==> config.mk <==
export PLATFORM = sky130hd
export DESIGN_NAME = thr_agg
export DESIGN_NICKNAME = d
export VERILOG_FILES = /design/src/rtl/thr_pkg.sv /design/src/rtl/thr_window.sv /design/src/rtl/thr_chan.sv /design/src/rtl/thr_status.sv /design/src/rtl/thr_agg.sv
export SDC_FILE = /design/constraint.sdc
export NUM_CORES = 1
export LEC_CHECK = 0
export BUFFER_PORTS_ARGS = -buffer_cell sky130_fd_sc_hd__buf_2
export CAP_MARGIN = 20
export CORE_MARGIN = 10
export CORE_UTILIZATION = 50
export CTS_CLUSTER_SIZE = 16
export DETAILED_ROUTE_END_ITERATION = 7
export GPL_ROUTABILITY_DRIVEN = 1
export PLACE_DENSITY = 0.77
export SYNTH_ARGS = -nofsm -noshare
export SYNTH_HDL_FRONTEND = slang
export SYNTH_SLANG_ARGS = --single-unit
==> constraint.sdc <==
create_clock -name clk -period 10.5 [get_ports clk]
set_input_delay 1.575 -clock clk [delete_from_list [all_inputs] [get_ports clk]]
set_output_delay 1.575 -clock clk [all_outputs]
set_load 0.02 [all_outputs]
==> src/rtl/thr_pkg.sv <==
package thr_pkg;
   localparam int RD_W  = 16;
   localparam int VAL_W = 8;
   localparam int K_W   = 3;

   localparam logic [RD_W-1:0] ERR_FIRST = 16'h8000;
   localparam logic [RD_W-1:0] ERR_LAST  = 16'h8003;

   function automatic logic is_err_code(input logic [RD_W-1:0] d);
      return (d >= ERR_FIRST) && (d <= ERR_LAST);
   endfunction

   // clamp a 10-bit signed sum into the signed byte range
   function automatic logic [VAL_W-1:0] sat_byte(input logic signed [9:0] v);
      if (v > 10'sd127)       return 8'h7F;
      else if (v < -10'sd128) return 8'h80;
      else                    return v[7:0];
   endfunction
endpackage

==> src/rtl/thr_window.sv <==
module thr_window
   import thr_pkg::*;
#(
   parameter int SMOOTH_BASE = 6
) (
   input  logic           clk,
   input  logic           rst_n,
   input  logic           en,
   input  logic           round_done,
   input  logic [K_W-1:0] smooth_k,
   output logic           win_end
);
   localparam int CNT_W = SMOOTH_BASE + (1 << K_W) + 1;

   logic [CNT_W-1:0] rounds;
   logic [CNT_W-1:0] last_idx;

   always_comb begin
      last_idx = (CNT_W'(1) << (int'(smooth_k) + SMOOTH_BASE)) - CNT_W'(1);
      win_end  = round_done && (rounds >= last_idx);
   end

   always_ff @(posedge clk or negedge rst_n) begin
      if (!rst_n)          rounds <= '0;
      else if (!en)        rounds <= '0;
      else if (round_done) rounds <= win_end ? '0 : rounds + CNT_W'(1);
   end
endmodule

==> src/rtl/thr_chan.sv <==
module thr_chan
   import thr_pkg::*;
#(
   parameter int SMOOTH_BASE = 6,
   parameter int ACC_W       = 31
) (
   input  logic             clk,
   input  logic             rst_n,
   input  logic             en,
   input  logic             chan_on,
   input  logic             take,
   input  logic             rd_dom,
   input  logic [RD_W-1:0]  rd_data,
   input  logic             rd_good,
   input  logic             two_dom,
   input  logic             win_end,
   input  logic [K_W-1:0]   smooth_k,
   input  logic [VAL_W-1:0] ofs,
   output logic [VAL_W-1:0] val,
   output logic             upd,
   output logic [VAL_W-1:0] nval
);
   logic signed [RD_W-1:0]  best;
   logic                    best_vld;
   logic signed [ACC_W-1:0] acc;

   logic                    is_last;
   logic                    cur_vld;
   logic                    pick_new;
   logic                    m_vld;
   logic signed [RD_W-1:0]  m_val;
   logic signed [ACC_W-1:0] addend;
   logic signed [ACC_W-1:0] acc_nxt;
   logic signed [ACC_W-1:0] fin_src;
   logic signed [ACC_W-1:0] avg;
   logic signed [9:0]       sum10;

   always_comb begin
      is_last  = (rd_dom == two_dom);
      cur_vld  = rd_dom && best_vld;
      pick_new = rd_good && (!cur_vld || ($signed(rd_data) > best));
      m_vld    = cur_vld || rd_good;
      m_val    = pick_new ? $signed(rd_data) : best;
      addend   = m_vld ? {{(ACC_W-RD_W){m_val[RD_W-1]}}, m_val} : '0;
      acc_nxt  = acc + addend;
      fin_src  = (take && is_last) ? acc_nxt : acc;
      avg      = fin_src >>> (int'(smooth_k) + SMOOTH_BASE);
      sum10    = $signed({{2{avg[15]}}, avg[15:8]}) + $signed({{2{ofs[7]}}, ofs});
      nval     = sat_byte(sum10);
      upd      = win_end && chan_on;
   end

   always_ff @(posedge clk or negedge rst_n) begin
      if (!rst_n) begin
         best     <= '0;
         best_vld <= 1'b0;
         acc      <= '0;
      end else if (!en) begin
         best_vld <= 1'b0;
         acc      <= '0;
      end else begin
         if (take) begin
            if (is_last) best_vld <= 1'b0;
            else begin
               best     <= m_val;
               best_vld <= m_vld;
            end
         end
         if (upd)                  acc <= '0;
         else if (take && is_last) acc <= acc_nxt;
      end
   end

   always_ff @(posedge clk or negedge rst_n) begin
      if (!rst_n)   val <= '0;
      else if (upd) val <= nval;
   end
endmodule

==> src/rtl/thr_status.sv <==
module thr_status
   import thr_pkg::*;
#(
   parameter int NCH = 4
) (
   input  logic                 clk,
   input  logic                 rst_n,
   input  logic                 clr,
   input  logic                 set_data,
   input  logic                 set_comm,
   input  logic [NCH-1:0]       upd,
   input  logic [NCH*VAL_W-1:0] nval,
   input  logic [VAL_W-1:0]     lim_lo,
   input  logic [VAL_W-1:0]     lim_hi,
   output logic                 st_data_err,
   output logic                 st_comm_err,
   output logic [NCH-1:0]       st_lim,
   output logic                 alert_n
);
   logic [NCH-1:0] lim_hit;

   for (genvar c = 0; c < NCH; c++) begin : g_cmp
      logic signed [VAL_W-1:0] v;
      assign v = $signed(nval[c*VAL_W +: VAL_W]);
      assign lim_hit[c] = upd[c] && ((v < $signed(lim_lo)) || (v > $signed(lim_hi)));
   end

   always_ff @(posedge clk or negedge rst_n) begin
      if (!rst_n) begin
         st_data_err <= 1'b0;
         st_comm_err <= 1'b0;
         st_lim      <= '0;
      end else begin
         st_data_err <= set_data || (st_data_err && !clr);
         st_comm_err <= set_comm || (st_comm_err && !clr);
         st_lim      <= lim_hit | (clr ? '0 : st_lim);
      end
   end

   assign alert_n = !(st_data_err || st_comm_err || (|st_lim));
endmodule

==> src/rtl/thr_agg.sv <==
module thr_agg
   import thr_pkg::*;
#(
   parameter int NCH         = 4,
   parameter int SMOOTH_BASE = 6
) (
   input  logic                 clk,
   input  logic                 rst_n,
   input  logic                 en,
   input  logic [1:0]           cpu_cnt,
   input  logic [NCH-1:0]       dom2,
   input  logic [2:0]           smooth_k,
   input  logic [NCH*8-1:0]     ofs,
   input  logic [7:0]           lim_lo,
   input  logic [7:0]           lim_hi,
   input  logic                 stat_clr,
   input  logic                 rd_valid,
   input  logic [1:0]           rd_cpu,
   input  logic                 rd_dom,
   input  logic [15:0]          rd_data,
   input  logic                 rd_fcs_bad,
   output logic [NCH*8-1:0]     val,
   output logic                 st_data_err,
   output logic                 st_comm_err,
   output logic [NCH-1:0]       st_lim,
   output logic                 alert_n
);
   localparam int ACC_W = RD_W + SMOOTH_BASE + (1 << K_W) + 1;

   if (NCH < 2 || NCH > 4) begin : g_bad_nch
      $error("thr_agg: NCH must lie in 2..4");
   end
   if (SMOOTH_BASE < 0 || SMOOTH_BASE > 10) begin : g_bad_base
      $error("thr_agg: SMOOTH_BASE must lie in 0..10");
   end

   logic           dom2_sel;
   logic           accept;
   logic           rd_good;
   logic           round_done;
   logic           win_end;
   logic [NCH-1:0] upd;
   logic [NCH*VAL_W-1:0] nval;

   always_comb begin
      dom2_sel = 1'b0;
      for (int i = 0; i < NCH; i++)
         if (int'(rd_cpu) == i) dom2_sel = dom2[i];
      accept     = en && rd_valid && (rd_cpu <= cpu_cnt) && (int'(rd_cpu) < NCH)
                   && (!rd_dom || dom2_sel);
      rd_good    = !is_err_code(rd_data) && !rd_fcs_bad;
      round_done = accept && (rd_cpu == cpu_cnt) && (rd_dom == dom2_sel);
   end

   thr_window #(.SMOOTH_BASE(SMOOTH_BASE)) u_win (
      .clk       (clk),
      .rst_n     (rst_n),
      .en        (en),
      .round_done(round_done),
      .smooth_k  (smooth_k),
      .win_end   (win_end)
   );

   for (genvar c = 0; c < NCH; c++) begin : g_ch
      logic take_c;
      logic on_c;
      assign take_c = accept && (int'(rd_cpu) == c);
      assign on_c   = (c <= int'(cpu_cnt));

      thr_chan #(.SMOOTH_BASE(SMOOTH_BASE), .ACC_W(ACC_W)) u_ch (
         .clk     (clk),
         .rst_n   (rst_n),
         .en      (en),
         .chan_on (on_c),
         .take    (take_c),
         .rd_dom  (rd_dom),
         .rd_data (rd_data),
         .rd_good (rd_good),
         .two_dom (dom2[c]),
         .win_end (win_end),
         .smooth_k(smooth_k),
         .ofs     (ofs[c*8 +: 8]),
         .val     (val[c*8 +: 8]),
         .upd     (upd[c]),
         .nval    (nval[c*VAL_W +: VAL_W])
      );
   end

   thr_status #(.NCH(NCH)) u_st (
      .clk        (clk),
      .rst_n      (rst_n),
      .clr        (stat_clr),
      .set_data   (accept && is_err_code(rd_data)),
      .set_comm   (accept && rd_fcs_bad),
      .upd        (upd),
      .nval       (nval),
      .lim_lo     (lim_lo),
      .lim_hi     (lim_hi),
      .st_data_err(st_data_err),
      .st_comm_err(st_comm_err),
      .st_lim     (st_lim),
      .alert_n    (alert_n)
   );
endmodule

==> impl_metrics.py <==
metrics = {
    "synth": {
        "synthTopCellsByArea": "sky130_fd_sc_hd__dfrtp_1 (24%), sky130_fd_sc_hd__ha_1 (15%), sky130_fd_sc_hd__a21oi_1 (5.8%)",
        "net_count_after_synthesis": 3634,
        "synth_simple_gate_area_share": 0.1907,
        "synthMuxAreaShare": 0.09644,
        "netlist-cell-type-count": 90,
        "post_synth_xor_area_fraction": 0.04080,
        "synthFlopType": "sky130_fd_sc_hd__dfrtp_1",
        "synth_top_family_by_area": "compound AO/OA/AOI/OAI gates",
        "arithmetic_cell_share_of_the_synthesized_area_counting_full_adders_half_adders_and_majority_gates": 0.1564,
        "synth.cell_area_sq_um": 25970,
        "ys_seq_elements": 245,
        "postSynthCellCount": 3233,
        "post_synthesis_sequential_area_ratio": 0.2361,
        "syn_area_per_cell_sq_um": 8.034,
        "synth_top_cell_area_share": 0.2361,
        "post_synthesis_compound_gate_area_fraction": 0.2304,
        "synth.largest_area_cell": "sky130_fd_sc_hd__dfrtp_1",
        "yosys_warnings": 0,
        "async_flop_share": 1.000,
        "synth_edf_count": 0,
    },
    "floorplanning": {
        "core_region_area_sq_um": 51410,
        "std_cell_rows": 83,
        "die_width_microns": 247.9,
        "initial_utilization": 0.5052,
        "floorplan.die_area_sq_um": 61460,
        "num_io_pins": 121,
        "chipHeight_microns": 247.9,
    },
    "detailed_routing": {
        "wl_microns": 81140,
        "drt-wirelength-per-cell_microns": 19.56,
        "drc_errors": 0,
        "firstDrtPassIters": 6,
        "routed_via_density": 6.143,
        "via_count": 25480,
        "antenna_violating_nets_post_route": 0,
        "drt-initial-drc-count": 2327,
    },
    "cells_and_area": {
        "post_layout_nonfiller_instances": 4148,
        "layout-area-overhead-vs-synth_pct": 15.48,
        "mostFrequentLayoutCells": "sky130_fd_sc_hd__nand2_1 (350), sky130_fd_sc_hd__ha_1 (309), sky130_fd_sc_hd__nor2_1 (304)",
        "layout.filler_cells": 4572,
        "ff_latch_area_sq_um": 6131,
        "end_of_flow_core_utilization": 0.5834,
        "finalNetCount": 3843,
        "layout_commonest_cell": "sky130_fd_sc_hd__nand2_1",
        "multiInputGateArea_sq_um": 18790,
        "final_layout_size_suffix_gt1_frac": 0.1742,
    },
    "place": {
        "routabilityCongestion": 0.9655,
        "place.detailed.instances": 4080,
        "dp_hpwl_microns": 61600,
        "portBuffers": 120,
        "preCtsSetupSlack_ns": -0.1274,
    },
    "sta": {
        "final.setup.worst_slack_ns": 0.5220,
        "finClkSkew_ns": 0.02429,
        "max_freq_ghz": 0.1002,
        "worst-slew-pin-transition_ns": 1.055,
        "drv_slew": 0,
        "timing.final.crit_share": 0.9503,
        "period_minus_slack_ns": 9.978,
        "final-hold-violation-count": 0,
        "max_slew_margin": 0.2951,
        "setup_viol": 0,
    },
    "worst_setup_path": {
        "path_common_cell": "sky130_fd_sc_hd__o21a_1",
        "arrival_ns": 10.41,
        "crit_path_top_delay_cell": "sky130_fd_sc_hd__or4_1",
        "critPathRequiredTime_ns": 10.93,
        "critical_path_end_type": "flop",
        "setup.worst_path.start_class": "input port",
        "critical_path.max_stage_delay_ns": 0.61,
        "crit_type": "in -> reg",
        "timing.critical_path.fanout_max": 6,
    },
    "clocking": {
        "cts_max_path_buffers": 3,
        "cts.clk_slew.worst_paths_ns": 0.06,
        "worst_skew_pair.late_latency_ns": 0.57,
        "clock-root-buffer": "sky130_fd_sc_hd__clkbuf_16",
        "ctsHoldBuffers": 0,
        "cts-buffers-inserted": 34,
        "cts_sinks": 245,
        "cts.htree.levels": 2,
        "tritoncts": "done",
    },
    "run_status": {
        "run_status": "finished clean",
    },
    "job": {
        "drv_cap": 0,
    },
    "min_path": {
        "worstHoldPathType": "reg -> reg",
    },
    "global_route": {
        "grt.overflow.total": 0,
        "grt_start_max_net_pins": 154,
        "grt_first_pass_wirelength_microns": 129100,
        "number_of_antenna_violations_at_the_first_check_in_global_routing": 6,
        "global_route.usage.total": 0.2579,
        "first_global_vias": 24220,
    },
    "power": {
        "ir_worst_vdd_mv": 0.1298,
        "total_leakage_power_nw": 14.42,
        "power_per_cell_area_nw_per_um2": 111.3,
    },
}
where the power goes:
group | leakage [nW] | switching (mW) | total (mW) | internal (mW)
clock network | 0.614 | 0.501 | 1.31 | 0.806
logic | 10.4 | 0.599 | 1.04 | 0.437
registers | 3.40 | 0.0222 | 0.995 | 0.973
total | 14.4 | 1.12 | 3.34 | 2.22
path summary, 6_finish.rpt:
check / from / cells after the start / end / slack (ns)
setup / recovery: rd_data[13] / 44 / u_st.st_lim[3] / 0.52
setup reg to reg: g_ch[3].u_ch.best[13] / 44 / u_st.st_lim[3] / 1.26
hold reg to reg: g_ch[0].u_ch.val[6] / 2 / g_ch[0].u_ch.val[6] / 0.48
hold / removal: g_ch[0].u_ch.val[6] / 2 / g_ch[0].u_ch.val[6] / 0.48
max in group asynchronous: rst_n / 2 / g_ch[1].u_ch.val[7] / 8.05
min in group asynchronous: rst_n / 1 / g_ch[2].u_ch.best[5] / 1.00
Yosys cell counts (10+ instances only):
master and instances:
sky130_fd_sc_hd__dfrtp_1 245, sky130_fd_sc_hd__ha_1 311, sky130_fd_sc_hd__xnor2_1 64, sky130_fd_sc_hd__and3_1 55
sky130_fd_sc_hd__o211ai_1 31, sky130_fd_sc_hd__a21oi_1 303, sky130_fd_sc_hd__nand3_1 74, sky130_fd_sc_hd__mux4_2 15
sky130_fd_sc_hd__a211oi_1 36, sky130_fd_sc_hd__o22ai_1 20, sky130_fd_sc_hd__a21o_1 85, sky130_fd_sc_hd__nor3b_1 11
sky130_fd_sc_hd__nand4_1 50, sky130_fd_sc_hd__o21a_1 41, sky130_fd_sc_hd__nor2b_1 45, sky130_fd_sc_hd__nor4_1 16
sky130_fd_sc_hd__inv_1 154, sky130_fd_sc_hd__mux2i_1 92, sky130_fd_sc_hd__and2_1 25, sky130_fd_sc_hd__a31oi_1 43
sky130_fd_sc_hd__o31ai_1 10, sky130_fd_sc_hd__o21ai_0 205, sky130_fd_sc_hd__buf_1 16, sky130_fd_sc_hd__clkbuf_1 120
sky130_fd_sc_hd__buf_2 21, sky130_fd_sc_hd__nand2_1 350, sky130_fd_sc_hd__xor2_1 57, sky130_fd_sc_hd__a211o_1 16
sky130_fd_sc_hd__nand2b_1 27, sky130_fd_sc_hd__nor3_1 41, sky130_fd_sc_hd__nor2_1 305, sky130_fd_sc_hd__o2111ai_1 12
sky130_fd_sc_hd__mux2_2 107, sky130_fd_sc_hd__or3_1 16, sky130_fd_sc_hd__o21bai_1 13
flip-flops by register name (all words and copies together) (netlist names):
signal              flops
g_ch.u_ch.acc         124
g_ch.u_ch.best         64
g_ch.u_ch.val          32
u_win.rounds           15
g_ch.u_ch.best_vld      4
u_st.st_lim             4
u_st.st_comm_err        1
u_st.st_data_err        1
worst max-delay path: cells and delay by family:
| kind | cells | cell delay (ns) |
|---|---|---|
| adder cells (fa/ha/maj) | 4 | 1.40 |
| AND/OR/NAND/NOR | 10 | 1.81 |
| multiplexers | 5 | 1.33 |
| AO/OA/AOI/OAI | 22 | 3.76 |
| buffers and inverters | 2 | 0.34 |
| XOR/XNOR | 1 | 0.16 |
layout make-up:
| class | instances | share of cell area |
|---|---|---|
| diodes | 1 | 0.00008343 |
| clock buffers | 42 | 0.03070 |
| clock inverters | 19 | 0.01064 |
| inverters | 157 | 0.01965 |
| multi-input cells | 2661 | 0.6264 |
| flip-flops and latches | 245 | 0.2044 |
| well taps | 680 | 0.02837 |
| repair buffers | 343 | 0.07976 |
cell families (layout without fill, tap and decap cells):
group | after synthesis | after routing
and+or+nand+nor | 1060 | 1060
AOI/OAI and AO/OA | 944 | 944
buffers and inverters | 327 | 561
adders and majority gates | 320 | 320
DFF | 245 | 245
muxes | 216 | 216
xor gates and xnor gates | 121 | 121
other | 0 | 1
per-layer routing:
metal	vias up	wire (microns)	GRT usage
met1	12020	36640	0.3613
li1	12200	-	-
met4	10	2613	0.09091
met5	-	79	0
met2	1060	34960	0.3906
met3	192	6844	0.04730
stage by stage:
step	setup TNS [ns]	hold slack (ns)	power, mW	cell area, sq um
global route	-0.1675	0.4956	3.507	29990
global placement	0	0.4551	1.985	28470
floorplan	0	0.4517	1.655	25970
finish	0	0.4821	3.338	29990
detailed placement	-0.1631	0.4608	2.002	28470
CTS	0	0.4781	3.318	29710
timing repair:
item / 4_1_cts / 5_1_grt
endpoints found under the hold margin: 0 / 0
endpoints found under the setup margin: 0 / 4
buffers inserted: 0 / 4
gates resized for setup: 0 / 57
(Power assumes the default switching activity.)
